===== config.mk =====
export PLATFORM = sky130hd
export DESIGN_NAME = dual_timer_wrap
export DESIGN_NICKNAME = d
export VERILOG_FILES = /design/src/rtl/dtw_pkg.sv /design/src/rtl/dtw_timer.sv /design/src/rtl/dtw_ctrl.sv /design/src/rtl/dual_timer_wrap.sv
export SDC_FILE = /design/constraint.sdc
export NUM_CORES = 1
export LEC_CHECK = 0
export BUFFER_PORTS_ARGS = -buffer_cell sky130_fd_sc_hd__buf_4
export CELL_PAD_IN_SITES_DETAIL_PLACEMENT = 1
export CELL_PAD_IN_SITES_GLOBAL_PLACEMENT = 2
export CORE_UTILIZATION = 32
export DETAILED_ROUTE_END_ITERATION = 8
export GPL_ROUTABILITY_DRIVEN = 0
export MAX_ROUTING_LAYER = met4
export PLACE_DENSITY_LB_ADDON = 0.1
export SYNTH_ARGS = -nofsm -noshare
export SYNTH_HDL_FRONTEND = slang
export SYNTH_SLANG_ARGS = --single-unit
export TNS_END_PERCENT = 20

===== constraint.sdc =====
create_clock -name clk -period 3.3 [get_ports clk]
set_input_delay 0.495 -clock clk [delete_from_list [all_inputs] [get_ports clk]]
set_output_delay 0.495 -clock clk [all_outputs]
set_load 0.02 [all_outputs]

===== src/rtl/dtw_pkg.sv =====
`timescale 1ns/1ps
package dtw_pkg;
  localparam int REG_W  = 32;
  localparam int CTRL_W = 8;
  localparam int PS_W   = 8;

  // control bit positions
  localparam int CB_ONESHOT  = 0;
  localparam int CB_WIDE     = 1;
  localparam int CB_PS_LO    = 2;
  localparam int CB_IE       = 5;
  localparam int CB_PERIODIC = 6;
  localparam int CB_RUN      = 7;

  localparam logic [CTRL_W-1:0] CTRL_RESET = 8'h20;

  // local word indices inside a timer slot
  localparam logic [2:0] LW_LOAD  = 3'd0;
  localparam logic [2:0] LW_COUNT = 3'd1;
  localparam logic [2:0] LW_CTRL  = 3'd2;
  localparam logic [2:0] LW_CLR   = 3'd3;
  localparam logic [2:0] LW_RAW   = 3'd4;
  localparam logic [2:0] LW_MASK  = 3'd5;
  localparam logic [2:0] LW_BGLD  = 3'd6;

  typedef struct packed {
    logic             wrLoad;
    logic             wrBgLoad;
    logic             wrCtrl;
    logic             clrIrq;
    logic [REG_W-1:0] data;
  } tmrStrobe_t;

  typedef struct packed {
    logic [REG_W-1:0]  load;
    logic [REG_W-1:0]  value;
    logic [CTRL_W-1:0] ctrl;
    logic              rawIrq;
    logic              maskIrq;
  } tmrView_t;

  function automatic logic [7:0] idByte(input logic [2:0] idx);
    case (idx)
      3'd0:    idByte = 8'h04;
      3'd1:    idByte = 8'h18;
      3'd2:    idByte = 8'h14;
      3'd3:    idByte = 8'h00;
      3'd4:    idByte = 8'h0D;
      3'd5:    idByte = 8'hF0;
      3'd6:    idByte = 8'h05;
      default: idByte = 8'hB1;
    endcase
  endfunction
endpackage


===== src/rtl/dtw_timer.sv =====
`timescale 1ns/1ps
module dtw_timer
  import dtw_pkg::*;
(
  input  logic       clk,
  input  logic       rstN,
  input  logic       clkEn,
  input  tmrStrobe_t stb,
  output tmrView_t   view
);
  logic [CTRL_W-1:0] ctrlQ;
  logic [REG_W-1:0]  loadQ, cntQ, cntNext, effCnt;
  logic [PS_W-1:0]   psQ, divM1;
  logic              rawQ, tick, hitZero, running, oneShot, periodic;

  assign running  = ctrlQ[CB_RUN];
  assign oneShot  = ctrlQ[CB_ONESHOT];
  assign periodic = ctrlQ[CB_PERIODIC] & ~ctrlQ[CB_ONESHOT];

  always_comb begin
    case (ctrlQ[CB_PS_LO +: 2])
      2'd1:    divM1 = PS_W'(15);
      2'd2:    divM1 = PS_W'(255);
      default: divM1 = '0;
    endcase
  end

  assign tick    = clkEn & running & (psQ == divM1);
  assign effCnt  = ctrlQ[CB_WIDE] ? cntQ : {{(REG_W-16){1'b0}}, cntQ[15:0]};
  assign hitZero = tick & (effCnt == REG_W'(1));

  always_comb begin
    cntNext = cntQ;
    if (stb.wrLoad)            cntNext = stb.data;
    else if (tick) begin
      if (effCnt != '0)        cntNext = cntQ - REG_W'(1);
      else if (oneShot)        cntNext = cntQ;
      else if (periodic)       cntNext = loadQ;
      else                     cntNext = '1;
    end
  end

  always_ff @(posedge clk) begin
    if (!rstN) begin
      ctrlQ <= CTRL_RESET;
      loadQ <= '0;
      cntQ  <= '1;
      rawQ  <= 1'b0;
      psQ   <= '0;
    end else begin
      cntQ <= cntNext;
      if (stb.wrCtrl) ctrlQ <= stb.data[CTRL_W-1:0];
      if (stb.wrLoad || stb.wrBgLoad) loadQ <= stb.data;
      if (hitZero)         rawQ <= 1'b1;
      else if (stb.clrIrq) rawQ <= 1'b0;
      if (stb.wrCtrl || stb.wrLoad) psQ <= '0;
      else if (clkEn && running) psQ <= (psQ == divM1) ? '0 : psQ + PS_W'(1);
    end
  end

  assign view.load    = loadQ;
  assign view.value   = effCnt;
  assign view.ctrl    = ctrlQ;
  assign view.rawIrq  = rawQ;
  assign view.maskIrq = rawQ & ctrlQ[CB_IE];

  // reaching zero raises the raw flag
  a_r8_raise: assert property (@(posedge clk) disable iff (!rstN)
    (tick && effCnt == REG_W'(1)) |=> rawQ);
  // a clear with no simultaneous hit drops the flag
  a_r8_clear: assert property (@(posedge clk) disable iff (!rstN)
    (stb.clrIrq && !hitZero) |=> !rawQ);
  // no tick and no load means the count holds
  a_r6_hold: assert property (@(posedge clk) disable iff (!rstN)
    (!tick && !stb.wrLoad) |=> $stable(cntQ));
  // one-shot at zero stays put
  a_r7_oneshot_stop: assert property (@(posedge clk) disable iff (!rstN)
    (tick && oneShot && effCnt == '0 && !stb.wrLoad) |=> $stable(cntQ));
  // background load writes reload value
  a_r5_bgload: assert property (@(posedge clk) disable iff (!rstN)
    (stb.wrBgLoad && !stb.wrLoad) |=> (loadQ == $past(stb.data)));
endmodule


===== src/rtl/dtw_ctrl.sv =====
`timescale 1ns/1ps
module dtw_ctrl
  import dtw_pkg::*;
#(
  parameter int ADDR_W = 12,
  parameter int N_TMR  = 2
) (
  input  logic                         clk,
  input  logic                         rstN,
  input  logic [ADDR_W-1:0]            addr,
  input  logic                         we,
  input  logic [REG_W-1:0]             wdata,
  input  tmrView_t   [N_TMR-1:0]       views,
  output tmrStrobe_t [N_TMR-1:0]       stbs,
  output logic [REG_W-1:0]             rdata
);
  localparam int TI_W = ADDR_W - 5;

  logic [TI_W-1:0]    slotIdx;
  logic [2:0]         localW;
  logic               inTmr, inId;
  logic [REG_W-1:0]   rdNext;
  logic [4*N_TMR-1:0] stbBits;

  assign slotIdx = addr[ADDR_W-1:5];
  assign localW  = addr[4:2];
  assign inTmr   = (int'(slotIdx) < N_TMR);
  assign inId    = (slotIdx == '1);

  always_comb begin
    for (int t = 0; t < N_TMR; t++) begin
      logic hit;
      hit = we & inTmr & (slotIdx == TI_W'(t));
      stbs[t].wrLoad   = hit & (localW == LW_LOAD);
      stbs[t].wrBgLoad = hit & (localW == LW_BGLD);
      stbs[t].wrCtrl   = hit & (localW == LW_CTRL);
      stbs[t].clrIrq   = hit & (localW == LW_CLR);
      stbs[t].data     = wdata;
      stbBits[4*t +: 4] = {stbs[t].wrLoad, stbs[t].wrBgLoad,
                           stbs[t].wrCtrl, stbs[t].clrIrq};
    end
  end

  function automatic logic [REG_W-1:0] slotRead(input tmrView_t v,
                                                input logic [2:0] w);
    case (w)
      LW_LOAD, LW_BGLD: slotRead = v.load;
      LW_COUNT:         slotRead = v.value;
      LW_CTRL:          slotRead = {{(REG_W-CTRL_W){1'b0}}, v.ctrl};
      LW_RAW:           slotRead = {{(REG_W-1){1'b0}}, v.rawIrq};
      LW_MASK:          slotRead = {{(REG_W-1){1'b0}}, v.maskIrq};
      default:          slotRead = '0;
    endcase
  endfunction

  always_comb begin
    rdNext = '0;
    if (inId) rdNext = {{(REG_W-8){1'b0}}, idByte(localW)};
    for (int t = 0; t < N_TMR; t++)
      if (inTmr && slotIdx == TI_W'(t)) rdNext = slotRead(views[t], localW);
  end

  always_ff @(posedge clk) begin
    if (!rstN) rdata <= '0;
    else       rdata <= rdNext;
  end

  // at most one strobe per cycle
  a_r1_one_strobe: assert property (@(posedge clk) disable iff (!rstN)
    $onehot0(stbBits));
  // writes outside the timer slots raise no strobe
  a_r4_no_strobe: assert property (@(posedge clk) disable iff (!rstN)
    (we && !inTmr) |-> ($countones(stbBits) == 0));
  // identification reads carry only a byte
  a_r3_id_byte: assert property (@(posedge clk) disable iff (!rstN)
    inId |=> (rdata[REG_W-1:8] == '0));
endmodule


===== src/rtl/dual_timer_wrap.sv =====
`timescale 1ns/1ps
module dual_timer_wrap
  import dtw_pkg::*;
#(
  parameter int ADDR_W = 12
) (
  input  logic              clk,
  input  logic              rstN,
  input  logic [ADDR_W-1:0] busAddr,
  input  logic              busWe,
  input  logic [31:0]       busWdata,
  output logic [31:0]       busRdata,
  input  logic              tickEn0,
  input  logic              tickEn1,
  output logic              irqOut
);
  localparam int N_TMR = 2;

  tmrStrobe_t [N_TMR-1:0] stbs;
  tmrView_t   [N_TMR-1:0] views;
  logic       [N_TMR-1:0] enVec, maskVec;

  assign enVec = {tickEn1, tickEn0};

  dtw_ctrl #(.ADDR_W(ADDR_W), .N_TMR(N_TMR)) uCtrl (
    .clk(clk), .rstN(rstN), .addr(busAddr), .we(busWe), .wdata(busWdata),
    .views(views), .stbs(stbs), .rdata(busRdata)
  );

  for (genvar g = 0; g < N_TMR; g++) begin : gTmr
    dtw_timer uTmr (
      .clk(clk), .rstN(rstN), .clkEn(enVec[g]), .stb(stbs[g]), .view(views[g])
    );
    assign maskVec[g] = views[g].maskIrq;
  end

  assign irqOut = |maskVec;

  // a raised line implies some timer has its raw flag set
  a_r9_irq_source: assert property (@(posedge clk) disable iff (!rstN)
    irqOut |-> (views[0].rawIrq || views[1].rawIrq));
endmodule


==> results of run 1 <==
[worst max-delay path by stage]
stage                                from                     to
global route         gTmr[0].uTmr.cntQ[0]   gTmr[0].uTmr.cntQ[4]
CTS                 gTmr[1].uTmr.cntQ[26]  gTmr[1].uTmr.cntQ[30]
detailed placement  gTmr[1].uTmr.cntQ[26]  gTmr[1].uTmr.cntQ[30]
finish              gTmr[1].uTmr.cntQ[26]  gTmr[1].uTmr.cntQ[25]
global placement    gTmr[1].uTmr.cntQ[26]  gTmr[1].uTmr.cntQ[30]
floorplan            gTmr[1].uTmr.cntQ[3]   gTmr[1].uTmr.cntQ[3]
[area by class of cell]
cell class / instances / share of cell area [%]
flip-flops and latches: 194 / 31.9
well taps: 402 / 4.13
clock buffers: 17 / 3.49
repair buffers: 153 / 9.83
clock inverters: 15 / 1.38
multi-input cells: 1031 / 48.7
inverters: 19 / 0.595
[stage by stage]
stage | setup WS [ns] | hold slack (ns) | power (mW) | utilization, %
after CTS | 0.0879 | 0.286 | 4.86 | 38.5
after global routing | 0.0449 | 0.309 | 4.97 | 38.5
final | 0.135 | 0.310 | 4.80 | 38.5
after detailed placement | 0.110 | 0.461 | 2.67 | 36.7
after global placement | 0.168 | 0.456 | 2.67 | 36.7
after floorplan | 0.226 | 0.445 | 2.50 | -
[worst max-delay path: stages, from the launching register on]
cell      delay [ns]
dfxtp_1         0.37
or4_1           0.60
or3_1           0.43
o41a_1          0.38
buf_4           0.20
nor2_1          0.44
buf_4           0.24
o22ai_1         0.07
a221oi_1        0.33
[power groups by stage]
stage	Clock, mW	Sequential (mW)	Combinational (mW)
after floorplan	0	2.40	0.106
after global placement	0	2.40	0.275
after detailed placement	0	2.40	0.276
after CTS	2.25	2.34	0.276
after global routing	2.33	2.34	0.294
final	2.18	2.34	0.280
[routing by layer]
metal | wire (um) | up-vias
met5 | 0 | -
met4 | 799 | 0
met3 | 1970 | 40
met2 | 18800 | 242
met1 | 21700 | 5337
li1 | - | 5071
[kinds of logic after synthesis]
group / Yosys count
compound gates: 444
xor+xnor: 42
fa+ha+maj: 8
buf+inv: 128
flops: 194
mux: 18
simple gates: 519
[registers in the layout, indices dropped and copies added (netlist names)]
name,flops
gTmr.uTmr.ctrlQ,16
gTmr.uTmr.rawQ,2
gTmr.uTmr.loadQ,64
gTmr.uTmr.psQ,16
gTmr.uTmr.cntQ,64
uCtrl.rdata,32
[timing repair]
action | 4_1_cts | 5_1_grt
endpoints found under the setup margin | 0 | 5
gates resized for setup | 0 | 1
endpoints found under the hold margin | 0 | 0
[cell usage after synthesis, types with 25 or more instances]
| master | count | area (sq um) |
|---|---|---|
| nand2_1 | 220 | 826 |
| dfxtp_1 | 194 | 3880 |
| nor2_1 | 132 | 495 |
| a21oi_1 | 113 | 566 |
| clkbuf_1 | 100 | 375 |
| o21ai_0 | 86 | 430 |
| a22oi_1 | 45 | 338 |
| nor3_1 | 44 | 220 |
| a221oi_1 | 32 | 280 |
| nand3_1 | 29 | 145 |
| a211oi_1 | 27 | 203 |
| a31oi_1 | 25 | 156 |
==> results.py, run 1 <==
metrics = {
    "yosys": {
        "synth_fa_ha_area_share_pct": 0.972,
        "ys_ff_latch": 194,
        "synth_compound_area_share_pct": 28.4,
        "ys_warn_count": 0,
        "syn_avg_cell_area_sq_um": 7.61,
        "yosys.area_share.simple_pct": 22.6,
        "synthArstFlopShare_pct": 0,
        "ys_types": 68,
        "synth_edf_count": 0,
        "synth_ff_type": "dfxtp_1",
        "synth_xor_area_share_pct": 3.57,
        "syn_inst": 1353,
        "syn-num-nets": 1410,
        "muxShareOfSynthArea_pct": 1.75,
        "synthesis.area_sq_mm": 0.0103,
        "synth_top_family_by_area": "compound AO/OA/AOI/OAI gates",
        "ys_seq_area_share_pct": 37.7,
    },
    "global_route": {
        "grt.met1_usage_pct": 39.4,
        "grt_overflow": 0,
        "use_met3_pct": 3.53,
        "grt_max_degree": 97,
        "grt_antenna_before_repair": 0,
        "met2_usage_pct": 40.0,
        "grt_pass1_vias": 10438,
        "track_usage_pct": 27.4,
        "grt_pass1_wl_mm": 66.4,
        "grt.busiest_layer": "met2",
    },
    "sta": {
        "fin_tns_setup_ns": 0,
        "final-hold-violation-count": 0,
        "period_share_pct": 95.9,
        "max_freq_mhz": 316,
        "slew_headroom_pct": 48.3,
        "min_period_ns": 3.17,
        "finalSetupViolations": 0,
        "drv_slew": 0,
        "rsz0062_at_grt": "false",
        "tightestPinTransition_ns": 0.773,
        "finalClockSkew_ns": 0.0111,
    },
    "finish": {
        "final_cell_mix": "nand2_1 (220), dfxtp_1 (194), buf_4 (149), nor2_1 (129), a21oi_1 (113)",
        "stdcell_count": 1831,
        "syn_to_final_growth_pct": 18.5,
        "multi_input_area_sq_mm": 0.00594,
        "layout.nets": 1473,
        "n_fill_cell": 3838,
        "diodes": 0,
        "drive_gt1_share_pct": 14.3,
        "seqCellArea_sq_mm": 0.00388,
        "finish.instance_area_sq_mm": 0.0122,
        "mostFrequentLayoutCell": "nand2_1",
    },
    "power_and_ir_drop": {
        "p_sw_mw": 1.30,
        "seq_power_share_pct": 48.8,
        "p_leak_nw": 4.24,
        "internal-power_mw": 3.50,
        "power_frac_clock_pct": 45.4,
        "pwr-share-comb_pct": 5.8,
        "ir_worst_vdd_mv": 0.367,
        "p_per_area_mw_per_mm2": 394,
        "swShare_pct": 27.1,
    },
    "critical_path": {
        "timing.rr.start": "gTmr[1].uTmr.cntQ[26]",
        "timing.rr.end": "gTmr[1].uTmr.cntQ[25]",
        "required_ns": 3.64,
        "r2r_cells": 8,
        "critPathArrivalTime_ns": 3.51,
        "r2r_slack_ns": 0.13,
        "start_kind": "register",
        "crit_fanout": 10,
        "worstSetupPathType": "reg2reg",
        "cp-end-kind": "register",
    },
    "min_path": {
        "min_path_type": "in2reg",
        "worstHoldStart": "busWdata[21]",
        "hold_path_end": "gTmr[1].uTmr.loadQ[21]",
        "holdPathStages": 3,
    },
    "floorplan": {
        "fp.dieW_um": 181,
        "io_pins": 82,
        "dieArea_sq_mm": 0.0329,
        "start_util_pct": 32.5,
        "std_cell_rows": 65,
        "core_sq_mm": 0.0316,
        "die_h_um": 181,
    },
    "clocking": {
        "cts_buffers": 17,
        "cts_max_level": 4,
        "clock-root-buffer": "clkbuf_16",
        "cts_sinks": 194,
        "clkLatencyLatePin_ns": 0.45,
        "clkSlewWorstSetupHoldPaths_ns": 0.08,
        "ctsHoldBuffers": 0,
        "cts_tree": "yes",
        "cts_setup_buffers": 0,
        "clockBufferDepth": 2,
    },
    "placed_design": {
        "dp_cells": 1799,
        "place.detailed.hpwl_mm": 30.8,
        "placed_area_sq_mm": 0.0116,
        "portBuffers": 79,
    },
    "job": {
        "drv_cap": 0,
    },
    "drt": {
        "dr.pass1.iters": 6,
        "post-route-drc-count": 0,
        "viasPerCell": 5.84,
        "drt_iter0_markers": 776,
        "postRouteAntennaNets": 0,
        "vias": 10690,
        "wl_mm": 43.3,
        "wl_per_cell_um": 23.6,
    },
    "status": {
        "outcome": "finished clean",
    },
}
No activity file was read; power rests on OpenSTA's default activity.
==> inputs of run 2 (changes only) <==
--- a/config.mk
+++ b/config.mk
@@ -12,5 +12,4 @@
 export DETAILED_ROUTE_END_ITERATION = 8
 export GPL_ROUTABILITY_DRIVEN = 0
-export MAX_ROUTING_LAYER = met4
 export PLACE_DENSITY_LB_ADDON = 0.1
 export SYNTH_ARGS = -nofsm -noshare
==> constraint.sdc (replaced) <==
create_clock -name clk -period 3.3 [get_ports clk]
set_input_delay 0.33 -clock clk [delete_from_list [all_inputs] [get_ports clk]]
set_output_delay 0.33 -clock clk [all_outputs]
set_load 0.02 [all_outputs]
==> results.py, run 2 (synthesis gave the netlist of run 1 again) <==
metrics = {
    "global_route": {
        "grt_pass1_wl_mm": 65.8,
        "track_usage_pct": 26.5,
        "grt_overflow": 0,
        "grt_antenna_before_repair": 1,
        "grt.busiest_layer": "met2",
        "grt.met1_usage_pct": 37.6,
        "grt_max_degree": 61,
        "met2_usage_pct": 41.5,
        "use_met3_pct": 3.93,
        "grt_pass1_vias": 10541,
    },
    "placed_design": {
        "portBuffers": 79,
        "place.detailed.hpwl_mm": 31.2,
        "placed_area_sq_mm": 0.0116,
    },
    "power_and_ir_drop": {
        "ir_worst_vdd_mv": 0.399,
        "p_leak_nw": 4.27,
        "p_per_area_mw_per_mm2": 395,
    },
    "floorplan": {
        "std_cell_rows": 65,
        "fp.dieW_um": 181,
        "io_pins": 82,
        "start_util_pct": 32.5,
        "die_h_um": 181,
        "core_sq_mm": 0.0316,
        "dieArea_sq_mm": 0.0329,
    },
    "finish": {
        "finish.instance_area_sq_mm": 0.0122,
        "top_regs": "gTmr.uTmr.cntQ: 64 flops, gTmr.uTmr.loadQ: 64 flops, uCtrl.rdata: 32 flops",
        "n_fill_cell": 3839,
        "mostFrequentLayoutCell": "nand2_1",
        "layout.nets": 1478,
        "final_cell_mix": "nand2_1 (219), dfxtp_1 (194), buf_4 (155), nor2_1 (129), a21oi_1 (113)",
        "diodes": 0,
        "drive_gt1_share_pct": 14.7,
        "syn_to_final_growth_pct": 18.9,
    },
    "clocking": {
        "ctsHoldBuffers": 0,
        "clock-root-buffer": "clkbuf_16",
        "cts_max_level": 4,
        "clkLatencyLatePin_ns": 0.47,
        "clkSlewWorstSetupHoldPaths_ns": 0.08,
        "cts_buffers": 17,
        "cts_sinks": 194,
        "clockBufferDepth": 2,
        "cts_tree": "yes",
    },
    "job": {
        "drv_cap": 0,
    },
    "sta": {
        "drv_slew": 0,
        "min_period_ns": 3.07,
        "tightestPinTransition_ns": 0.865,
        "finalSetupViolations": 0,
        "slew_headroom_pct": 42.1,
        "max_freq_mhz": 326,
        "period_share_pct": 93.0,
        "fin_tns_setup_ns": 0,
        "rsz0062_at_grt": "false",
        "final-hold-violation-count": 0,
        "finalClockSkew_ns": 0.0114,
    },
    "drt": {
        "dr.pass1.iters": 5,
        "wl_per_cell_um": 23.4,
        "postRouteAntennaNets": 0,
        "vias": 10590,
        "wl_mm": 43.0,
        "post-route-drc-count": 0,
        "viasPerCell": 5.77,
        "drt_iter0_markers": 783,
    },
    "critical_path": {
        "worstSetupPathType": "reg2reg",
        "cp-end-kind": "register",
        "r2r_cells": 8,
        "required_ns": 3.68,
        "start_kind": "register",
        "critPathArrivalTime_ns": 3.45,
        "crit_fanout": 6,
    },
    "min_path": {
        "min_path_type": "in2reg",
        "holdPathStages": 3,
    },
    "status": {
        "outcome": "finished clean",
    },
}
[run 2: metrics by stage]
step                hold slack [ns]  setup WS (ns)  utilization (%)  instances  total power [mW]
floorplan                     0.445          0.226                -       1353              2.50
global placement              0.456          0.183             36.7       1804              2.67
detailed placement            0.465          0.138             36.7       1804              2.67
CTS                           0.109          0.120             38.7       1836              4.89
global route                  0.121          0.111             38.7       1836              4.99
finish                        0.128          0.231             38.7       1836              4.84
[run 2: power breakdown]
| part | internal (mW) | switching, mW | leakage (nW) |
|---|---|---|---|
| clock network | 1.10 | 1.12 | 0.299 |
| logic | 0.0759 | 0.204 | 2.40 |
| registers | 2.34 | 0.00142 | 1.56 |
| total | 3.51 | 1.33 | 4.27 |
[run 2: final timing paths]
| path | endpoint | start | slack (ns) |
|---|---|---|---|
| max | gTmr[1].uTmr.cntQ[29] | gTmr[1].uTmr.cntQ[10] | 0.23 |
| max reg2reg | gTmr[1].uTmr.cntQ[29] | gTmr[1].uTmr.cntQ[10] | 0.23 |
| min | uCtrl.rdata[6] | rstN | 0.13 |
| min reg2reg | gTmr[0].uTmr.loadQ[23] | gTmr[0].uTmr.loadQ[23] | 0.48 |
[run 2: area by class of cell]
| type | count | area [sq um] | share of cell area (%) |
|---|---|---|---|
| multi-input cells | 1031 | 5950 | 48.6 |
| well taps | 402 | 503 | 4.11 |
| clock buffers | 17 | 425 | 3.47 |
| flip-flops and latches | 194 | 3880 | 31.7 |
| clock inverters | 15 | 185 | 1.51 |
| repair buffers | 158 | 1220 | 9.99 |
| inverters | 19 | 72.6 | 0.593 |
[run 2: worst max-delay path, stage by stage, from the launching register on]
cell and delay (ns):
dfxtp_1 0.36, or4_4 0.53, or4_1 0.43, buf_4 0.18
or4_1 0.70, nor3_1 0.24, xor2_1 0.19, o22ai_1 0.10
a221oi_1 0.25
[run 2: metal layers]
| layer | share of wire (%) | vias up |
|---|---|---|
| li1 | - | 5086 |
| met1 | 49 | 5257 |
| met2 | 45 | 203 |
| met3 | 3.8 | 42 |
| met4 | 1.7 | 2 |
| met5 | 0.028 | - |
[run 2: what timing repair did]
| item | 4_1_cts | 5_1_grt |
|---|---|---|
| resized for setup | 0 | 3 |
| setup endpoints to repair | 0 | 4 |
| buffers inserted | 0 | 0 |
